### config.mk
export PLATFORM = sky130hd
export DESIGN_NAME = hb_driver_ctrl
export DESIGN_NICKNAME = d
export VERILOG_FILES = /design/src/rtl/hbd_pkg.sv /design/src/rtl/hbd_filt.sv /design/src/rtl/hbd_leg.sv /design/src/rtl/hb_driver_ctrl.sv
export SDC_FILE = /design/constraint.sdc
export NUM_CORES = 1
export LEC_CHECK = 0
export BUFFER_PORTS_ARGS = -buffer_cell sky130_fd_sc_hd__buf_2
export CORE_AREA = 4 4 111 113
export CTS_BUF_LIST = sky130_fd_sc_hd__clkbuf_4 sky130_fd_sc_hd__clkbuf_8 sky130_fd_sc_hd__clkbuf_16
export DETAILED_ROUTE_END_ITERATION = 6
export DIE_AREA = 0 0 115 117
export GPL_ROUTABILITY_DRIVEN = 0
export PLACE_DENSITY = 0.69
export SLEW_MARGIN = 40
export SYNTH_ARGS = -nofsm -noshare
export SYNTH_HDL_FRONTEND = slang
export SYNTH_SLANG_ARGS = --single-unit
### constraint.sdc
create_clock -name clk -period 4.4 [get_ports clk]
set_input_delay 0.88 -clock clk [delete_from_list [all_inputs] [get_ports clk]]
set_output_delay 0.88 -clock clk [all_outputs]
set_load 0.02 [all_outputs]
### src/rtl/hbd_pkg.sv
package hbd_pkg;
  // Which side of a leg conducted last
  typedef enum logic {SIDE_LO = 1'b0, SIDE_HI = 1'b1} side_e;
endpackage

### src/rtl/hbd_filt.sv
module hbd_filt #(
  parameter int W        = 4,
  parameter int FILT_CYC = 3
) (
  input  logic         clk,
  input  logic         rst_n,
  input  logic [W-1:0] raw,
  output logic [W-1:0] flt
);
  localparam int FW = $clog2(FILT_CYC + 1);

  logic [W-1:0] s1_q, s2_q, f_q, f_n;

  always_ff @(posedge clk or negedge rst_n) begin
    if (!rst_n) begin
      s1_q <= '0;
      s2_q <= '0;
      f_q  <= '0;
    end else begin
      s1_q <= raw;
      s2_q <= s1_q;
      f_q  <= f_n;
    end
  end

  for (genvar i = 0; i < W; i++) begin : g_bit
    logic [FW-1:0] cnt_q, cnt_n;
    always_comb begin
      f_n[i] = s2_q[i] && (f_q[i] || cnt_q == FW'(FILT_CYC - 1));
      cnt_n  = (s2_q[i] && !f_n[i]) ? cnt_q + 1'b1 : '0;
    end
    always_ff @(posedge clk or negedge rst_n) begin
      if (!rst_n) cnt_q <= '0;
      else        cnt_q <= cnt_n;
    end
  end

  assign flt = f_q;
endmodule

### src/rtl/hbd_leg.sv
module hbd_leg
  import hbd_pkg::*;
#(
  parameter int DEAD_CYC = 4
) (
  input  logic clk,
  input  logic rst_n,
  input  logic lo_req,
  input  logic hi_req,
  output logic lo_g,
  output logic hi_g
);
  localparam int CW = $clog2(DEAD_CYC + 2);

  logic          lo_q, hi_q, lo_n, hi_n;
  logic [CW-1:0] cnt_q, cnt_n;
  side_e         last_q, last_n;

  always_comb begin
    lo_n   = lo_req && !hi_q && (cnt_q == '0 || last_q == SIDE_LO);
    hi_n   = hi_req && !lo_q && (cnt_q == '0 || last_q == SIDE_HI);
    cnt_n  = cnt_q;
    last_n = last_q;
    if (lo_q && !lo_n) begin
      cnt_n  = CW'(DEAD_CYC);
      last_n = SIDE_LO;
    end else if (hi_q && !hi_n) begin
      cnt_n  = CW'(DEAD_CYC);
      last_n = SIDE_HI;
    end else if (cnt_q != '0) begin
      cnt_n  = cnt_q - 1'b1;
    end
  end

  always_ff @(posedge clk or negedge rst_n) begin
    if (!rst_n) begin
      lo_q   <= 1'b0;
      hi_q   <= 1'b0;
      cnt_q  <= '0;
      last_q <= SIDE_LO;
    end else begin
      lo_q   <= lo_n;
      hi_q   <= hi_n;
      cnt_q  <= cnt_n;
      last_q <= last_n;
    end
  end

  assign lo_g = lo_q;
  assign hi_g = hi_q;
endmodule

### src/rtl/hb_driver_ctrl.sv
module hb_driver_ctrl #(
  parameter int N_BR     = 3,
  parameter int DEAD_CYC = 4,
  parameter int FILT_CYC = 3
) (
  input  logic              clk,
  input  logic              rst_n,
  input  logic [4*N_BR+3:0] cmd_in,
  input  logic              cmd_ld,
  input  logic              pwm_in,
  input  logic [2*N_BR-1:0] oc_in,
  input  logic [2*N_BR-1:0] ot_in,
  input  logic [2*N_BR-1:0] ol_in,
  input  logic              uv_in,
  input  logic              tw_in,
  output logic [2*N_BR-1:0] gate_en,
  output logic [2*N_BR-1:0] ol_src_en,
  output logic [4*N_BR+3:0] status
);
  localparam int NSW    = 2 * N_BR;
  localparam int B_OLOF = 2 * NSW;
  localparam int B_OCS  = 2 * NSW + 1;
  localparam int B_RUN  = 2 * NSW + 2;
  localparam int B_CLR  = 2 * NSW + 3;
  localparam int FLT_W  = 3 * NSW + 2;

  // Applied command (clear bit is not kept)
  logic [B_RUN:0] cmd_q;
  logic           clr_q;
  logic           pwm_s1_q, pwm_s2_q;

  always_ff @(posedge clk or negedge rst_n) begin
    if (!rst_n) begin
      cmd_q    <= '0;
      clr_q    <= 1'b0;
      pwm_s1_q <= 1'b0;
      pwm_s2_q <= 1'b0;
    end else begin
      if (cmd_ld) cmd_q <= cmd_in[B_RUN:0];
      clr_q    <= cmd_ld && cmd_in[B_CLR];
      pwm_s1_q <= pwm_in;
      pwm_s2_q <= pwm_s1_q;
    end
  end

  logic [NSW-1:0] on_b, psel_b;
  logic           ol_off, oc_stop, run;
  assign on_b    = cmd_q[NSW-1:0];
  assign psel_b  = cmd_q[2*NSW-1:NSW];
  assign ol_off  = cmd_q[B_OLOF];
  assign oc_stop = cmd_q[B_OCS];
  assign run     = cmd_q[B_RUN];

  // Fault conditioning
  logic [FLT_W-1:0] flt;
  logic [NSW-1:0]   ot_f, oc_f, ol_f;
  logic             uv_f, tw_f;

  hbd_filt #(.W(FLT_W), .FILT_CYC(FILT_CYC)) u_filt (
    .clk (clk),
    .rst_n (rst_n),
    .raw ({tw_in, uv_in, ol_in, oc_in, ot_in}),
    .flt (flt)
  );
  assign {tw_f, uv_f, ol_f, oc_f, ot_f} = flt;

  // Latched flags
  logic [NSW-1:0] trip_q, trip_n, olf_q, olf_n, allow;
  logic           psf_q, psf_n, ovl_q, ovl_n;
  logic [N_BR-1:0] shoot;

  always_comb begin
    allow = on_b & (~psel_b | {NSW{pwm_s2_q}}) & ~trip_q & {NSW{run && !uv_f}};
    for (int b = 0; b < N_BR; b++) shoot[b] = allow[2*b] && allow[2*b+1];
    ol_src_en = ol_off ? '0 : ~gate_en;
    trip_n = clr_q ? '0 : (trip_q | ot_f | (oc_f & {NSW{oc_stop}}));
    olf_n  = clr_q ? '0 : (olf_q | (ol_f & ol_src_en));
    psf_n  = clr_q ? 1'b0 : (psf_q | uv_f);
    ovl_n  = clr_q ? 1'b0 : (ovl_q | (|oc_f) | (|shoot));
  end

  always_ff @(posedge clk or negedge rst_n) begin
    if (!rst_n) begin
      trip_q <= '0;
      olf_q  <= '0;
      psf_q  <= 1'b0;
      ovl_q  <= 1'b0;
    end else begin
      trip_q <= trip_n;
      olf_q  <= olf_n;
      psf_q  <= psf_n;
      ovl_q  <= ovl_n;
    end
  end

  // One dead-time sequencer per leg
  for (genvar b = 0; b < N_BR; b++) begin : g_leg
    hbd_leg #(.DEAD_CYC(DEAD_CYC)) u_leg (
      .clk    (clk),
      .rst_n  (rst_n),
      .lo_req (allow[2*b]   && !shoot[b]),
      .hi_req (allow[2*b+1] && !shoot[b]),
      .lo_g   (gate_en[2*b]),
      .hi_g   (gate_en[2*b+1])
    );
  end

  assign status = {run, tw_f, ovl_q, psf_q, trip_q, olf_q};
endmodule

==> impl_metrics.py <==
metrics = {
    "route": {
        "routedWlPerCell_um": 14.20,
        "drt_iter0_markers": 110,
        "wl_mm": 9.697,
        "firstDrtPassIters": 4,
        "remaining_drc_errors": 0,
        "ant_nets": 0,
        "vias": 3390,
        "via_per_inst": 4.963,
    },
    "critical_path": {
        "critical_path_arrival_ns": 1.25,
        "cp_max_fo": 6,
        "r2r_slack_ns": 2.35,
        "r2r_cells": 7,
        "worstPathRequired_ns": 3.52,
        "cp-endpoint": "ol_src_en[4]",
        "rr_endpoint": "g_leg[1].u_leg.cnt_q[2]$_DFFE_PN0P_",
        "cp-end-kind": "output port",
        "rr_startpoint": "g_leg[1].u_leg.cnt_q[0]$_DFFE_PN0P_",
        "startpoint": "g_leg[2].u_leg.lo_g$_DFF_PN0_",
        "cp-start-kind": "flip-flop",
        "crit_type": "flip-flop to output port",
    },
    "die": {
        "rows": 39,
        "ioPinCount": 68,
        "chipHeight_um": 117,
        "coreArea_um2": 11320,
        "initial_core_util_pct": 49.43,
        "die-width_um": 115,
        "dieArea_um2": 13460,
    },
    "clocking": {
        "cts-resized-gates": 0,
        "cts-root-buf": "clkbuf_16",
        "clkSinkCount": 150,
        "tritoncts": "done",
        "clk_path_buf_depth": 2,
        "hold_buffers": 0,
        "cts_max_level": 4,
        "path_clk_slew_ns": 0.06,
        "clk_latency_ns": 0.41,
        "post_cts_buffers": 0,
        "cts_buffers": 17,
    },
    "grt": {
        "overflow": 0,
        "met3_usage_pct": 5.656,
        "antenna_found_initial": 0,
        "grt_use_total_pct": 15.81,
        "grt_start_max_net_pins": 96,
        "gr-usage-met2_pct": 26.85,
        "grt_pass1_wl_mm": 15.97,
        "grt_busiest_layer": "met2",
        "grt_pass1_vias": 3399,
        "use_met1_pct": 18.71,
    },
    "synthesis": {
        "yosysWarnings": 0,
        "synth_seq_area_share_pct": 67.08,
        "synth.top_cell.area_share_pct": 67.08,
        "synth_edf_count": 0,
        "async_flop_share_pct": 100.0,
        "yosysTopAreaCell": "dfrtp_1",
        "syn-num-nets": 521,
        "synth_cell_types": 40,
        "netlist_area_um2": 5595,
        "syn_area_per_cell_um2": 12.30,
        "ys_ff_latch": 150,
        "synth.area.top_cells": "dfrtp_1 67%, nor2_1 6.3%, ha_1 5.8%",
        "synthCells": 455,
        "ys.flop_type": "dfrtp_1",
    },
    "final_layout": {
        "layout_commonest_cell": "dfrtp_1",
        "synthToLayoutAreaGrowth_pct": 19.66,
        "layout_common_cells": "150 x dfrtp_1, 94 x nor2_1, 66 x buf_2, 36 x inv_1",
        "drive_above_1_share_pct": 22.04,
        "nets": 594,
        "diodes": 0,
        "nFillCells": 901,
    },
    "sta": {
        "finalCritPeriodShare_pct": 48.51,
        "maxSlewViolCount": 0,
        "finalSetupViolations": 0,
        "tns_ns": 0,
        "fmax_mhz": 468.5,
        "slew_headroom_pct": 52.25,
        "layout_setup_ws_ns": 2.266,
        "min_period_ns": 2.134,
        "rsz0062_at_grt": "no",
        "finClkSkew_ns": 0.006995,
        "tightest_slew_ns": 0.7163,
        "timing.hold.ws_ns": 0.3437,
        "finalHoldViolCount": 0,
    },
    "pwr": {
        "p_leak_uw": 0.003366,
        "ir_drop_v": 0.0003084,
        "cellPowerDensity_nw_per_um2": 698.3,
    },
    "placement": {
        "numPortBuffers": 67,
        "hpwlAfterDp_mm": 6.971,
        "preCtsSetupSlack_ns": 2.354,
    },
    "hold_path": {
        "holdCritPathClass": "flip-flop to flip-flop",
    },
    "outcome": {
        "status": "finished clean",
    },
    "run": {
        "maxCapViolations": 0,
    },
}
## area by class of cell
| cell class | count | area [um2] | area share [%] |
|---|---|---|---|
| flip-flops and latches | 150 | 3754 | 56.06 |
| multi-input cells | 254 | 1613 | 24.09 |
| clock buffers | 24 | 515.5 | 7.699 |
| repair buffers | 69 | 359.1 | 5.363 |
| well taps | 143 | 178.9 | 2.672 |
| clock inverters | 7 | 140.1 | 2.093 |
| inverters | 36 | 135.1 | 2.018 |
## metal layers
metal,share of wire [%],up-vias
met2,52,63
met3,4.4,9
met5,0,-
met4,1.1,0
met1,42,1675
li1,-,1643
## where the power goes
group / switching (uW) / total [uW] / internal [uW] / leakage [uW]
clock network: 512 / 1550 / 1040 / 0.000318
logic: 640 / 1100 / 463 / 0.00117
registers: 239 / 2020 / 1780 / 0.00188
total: 1390 / 4680 / 3280 / 0.00337
## cells in the mapped netlist (2+ instances only)
| cell | n |
|---|---|
| inv_1 | 36 |
| nor2_1 | 94 |
| xor2_1 | 3 |
| a21oi_1 | 15 |
| nand2b_1 | 5 |
| a21o_1 | 2 |
| a221o_1 | 2 |
| buf_4 | 10 |
| nand4bb_1 | 4 |
| buf_1 | 2 |
| o21ai_0 | 2 |
| a31oi_1 | 3 |
| mux2_2 | 15 |
| nand2_1 | 23 |
| nand3_1 | 3 |
| nor2b_1 | 26 |
| o41ai_1 | 2 |
| ha_1 | 26 |
| nor4_1 | 3 |
| a211oi_1 | 7 |
| clkbuf_1 | 3 |
| dfrtp_1 | 150 |
| or4_4 | 2 |
## per-stage QoR
step / total power, uW / utilization, % / cells / instance area, um2
floorplan: 2821 / - / 455 / 5595
global placement: 3072 / 53.33 / 652 / 6037
detailed placement: 3159 / 53.33 / 652 / 6037
CTS: 4737 / 59.12 / 683 / 6693
global route: 5013 / 59.14 / 683 / 6695
finish: 4675 / 59.14 / 683 / 6695
## worst min path at each step
| stage | to | start | depth (start not counted) | slack [ns] |
|---|---|---|---|---|
| 6_report | pwm_s2_q$_DFF_PN0_ | pwm_s1_q$_DFF_PN0_ | 0 | 0.34 |
| 5_1_grt | pwm_s2_q$_DFF_PN0_ | pwm_s1_q$_DFF_PN0_ | 0 | 0.35 |
| 4_1_cts | pwm_s2_q$_DFF_PN0_ | pwm_s1_q$_DFF_PN0_ | 0 | 0.35 |
| 3_5_place_dp | u_filt.s2_q[19]$_DFF_PN0_ | u_filt.s1_q[19]$_DFF_PN0_ | 0 | 0.33 |
| 3_3_place_gp | u_filt.s2_q[14]$_DFF_PN0_ | u_filt.s1_q[14]$_DFF_PN0_ | 0 | 0.33 |
| 2_1_floorplan | pwm_s2_q$_DFF_PN0_ | pwm_s1_q$_DFF_PN0_ | 0 | 0.33 |
## sequential cells by signal, indices dropped and copies added (netlist names)
signal,cells
psf_q,1
cmd_q,15
g_leg.u_leg.lo_g,3
u_filt.s2_q,20
ovl_q,1
pwm_s1_q,1
trip_q,6
g_leg.u_leg.last_q,3
u_filt.flt,20
u_filt.g_bit.cnt_q,40
pwm_s2_q,1
clr_q,1
g_leg.u_leg.cnt_q,9
g_leg.u_leg.hi_g,3
u_filt.s1_q,20
olf_q,6
## cells by family (layout without fill, tap and decap cells)
family | count (synthesis) | after routing | synth area share, %
AO/OA/AOI/OAI | 43 | 43 | 5.389
XOR/XNOR | 3 | 3 | 0.4697
flip-flops | 150 | 150 | 67.08
multiplexers | 15 | 15 | 3.019
buffers and inverters | 51 | 136 | 4.092
AND/OR/NAND/NOR | 167 | 167 | 14.13
adder cells (fa/ha/maj) | 26 | 26 | 5.814
## worst max-delay path, cell delays in order (launching register included)
cell	delay, ns
dfrtp_1	0.46
nor2_1	0.19
buf_2	0.19
(Power assumes the default switching activity.)
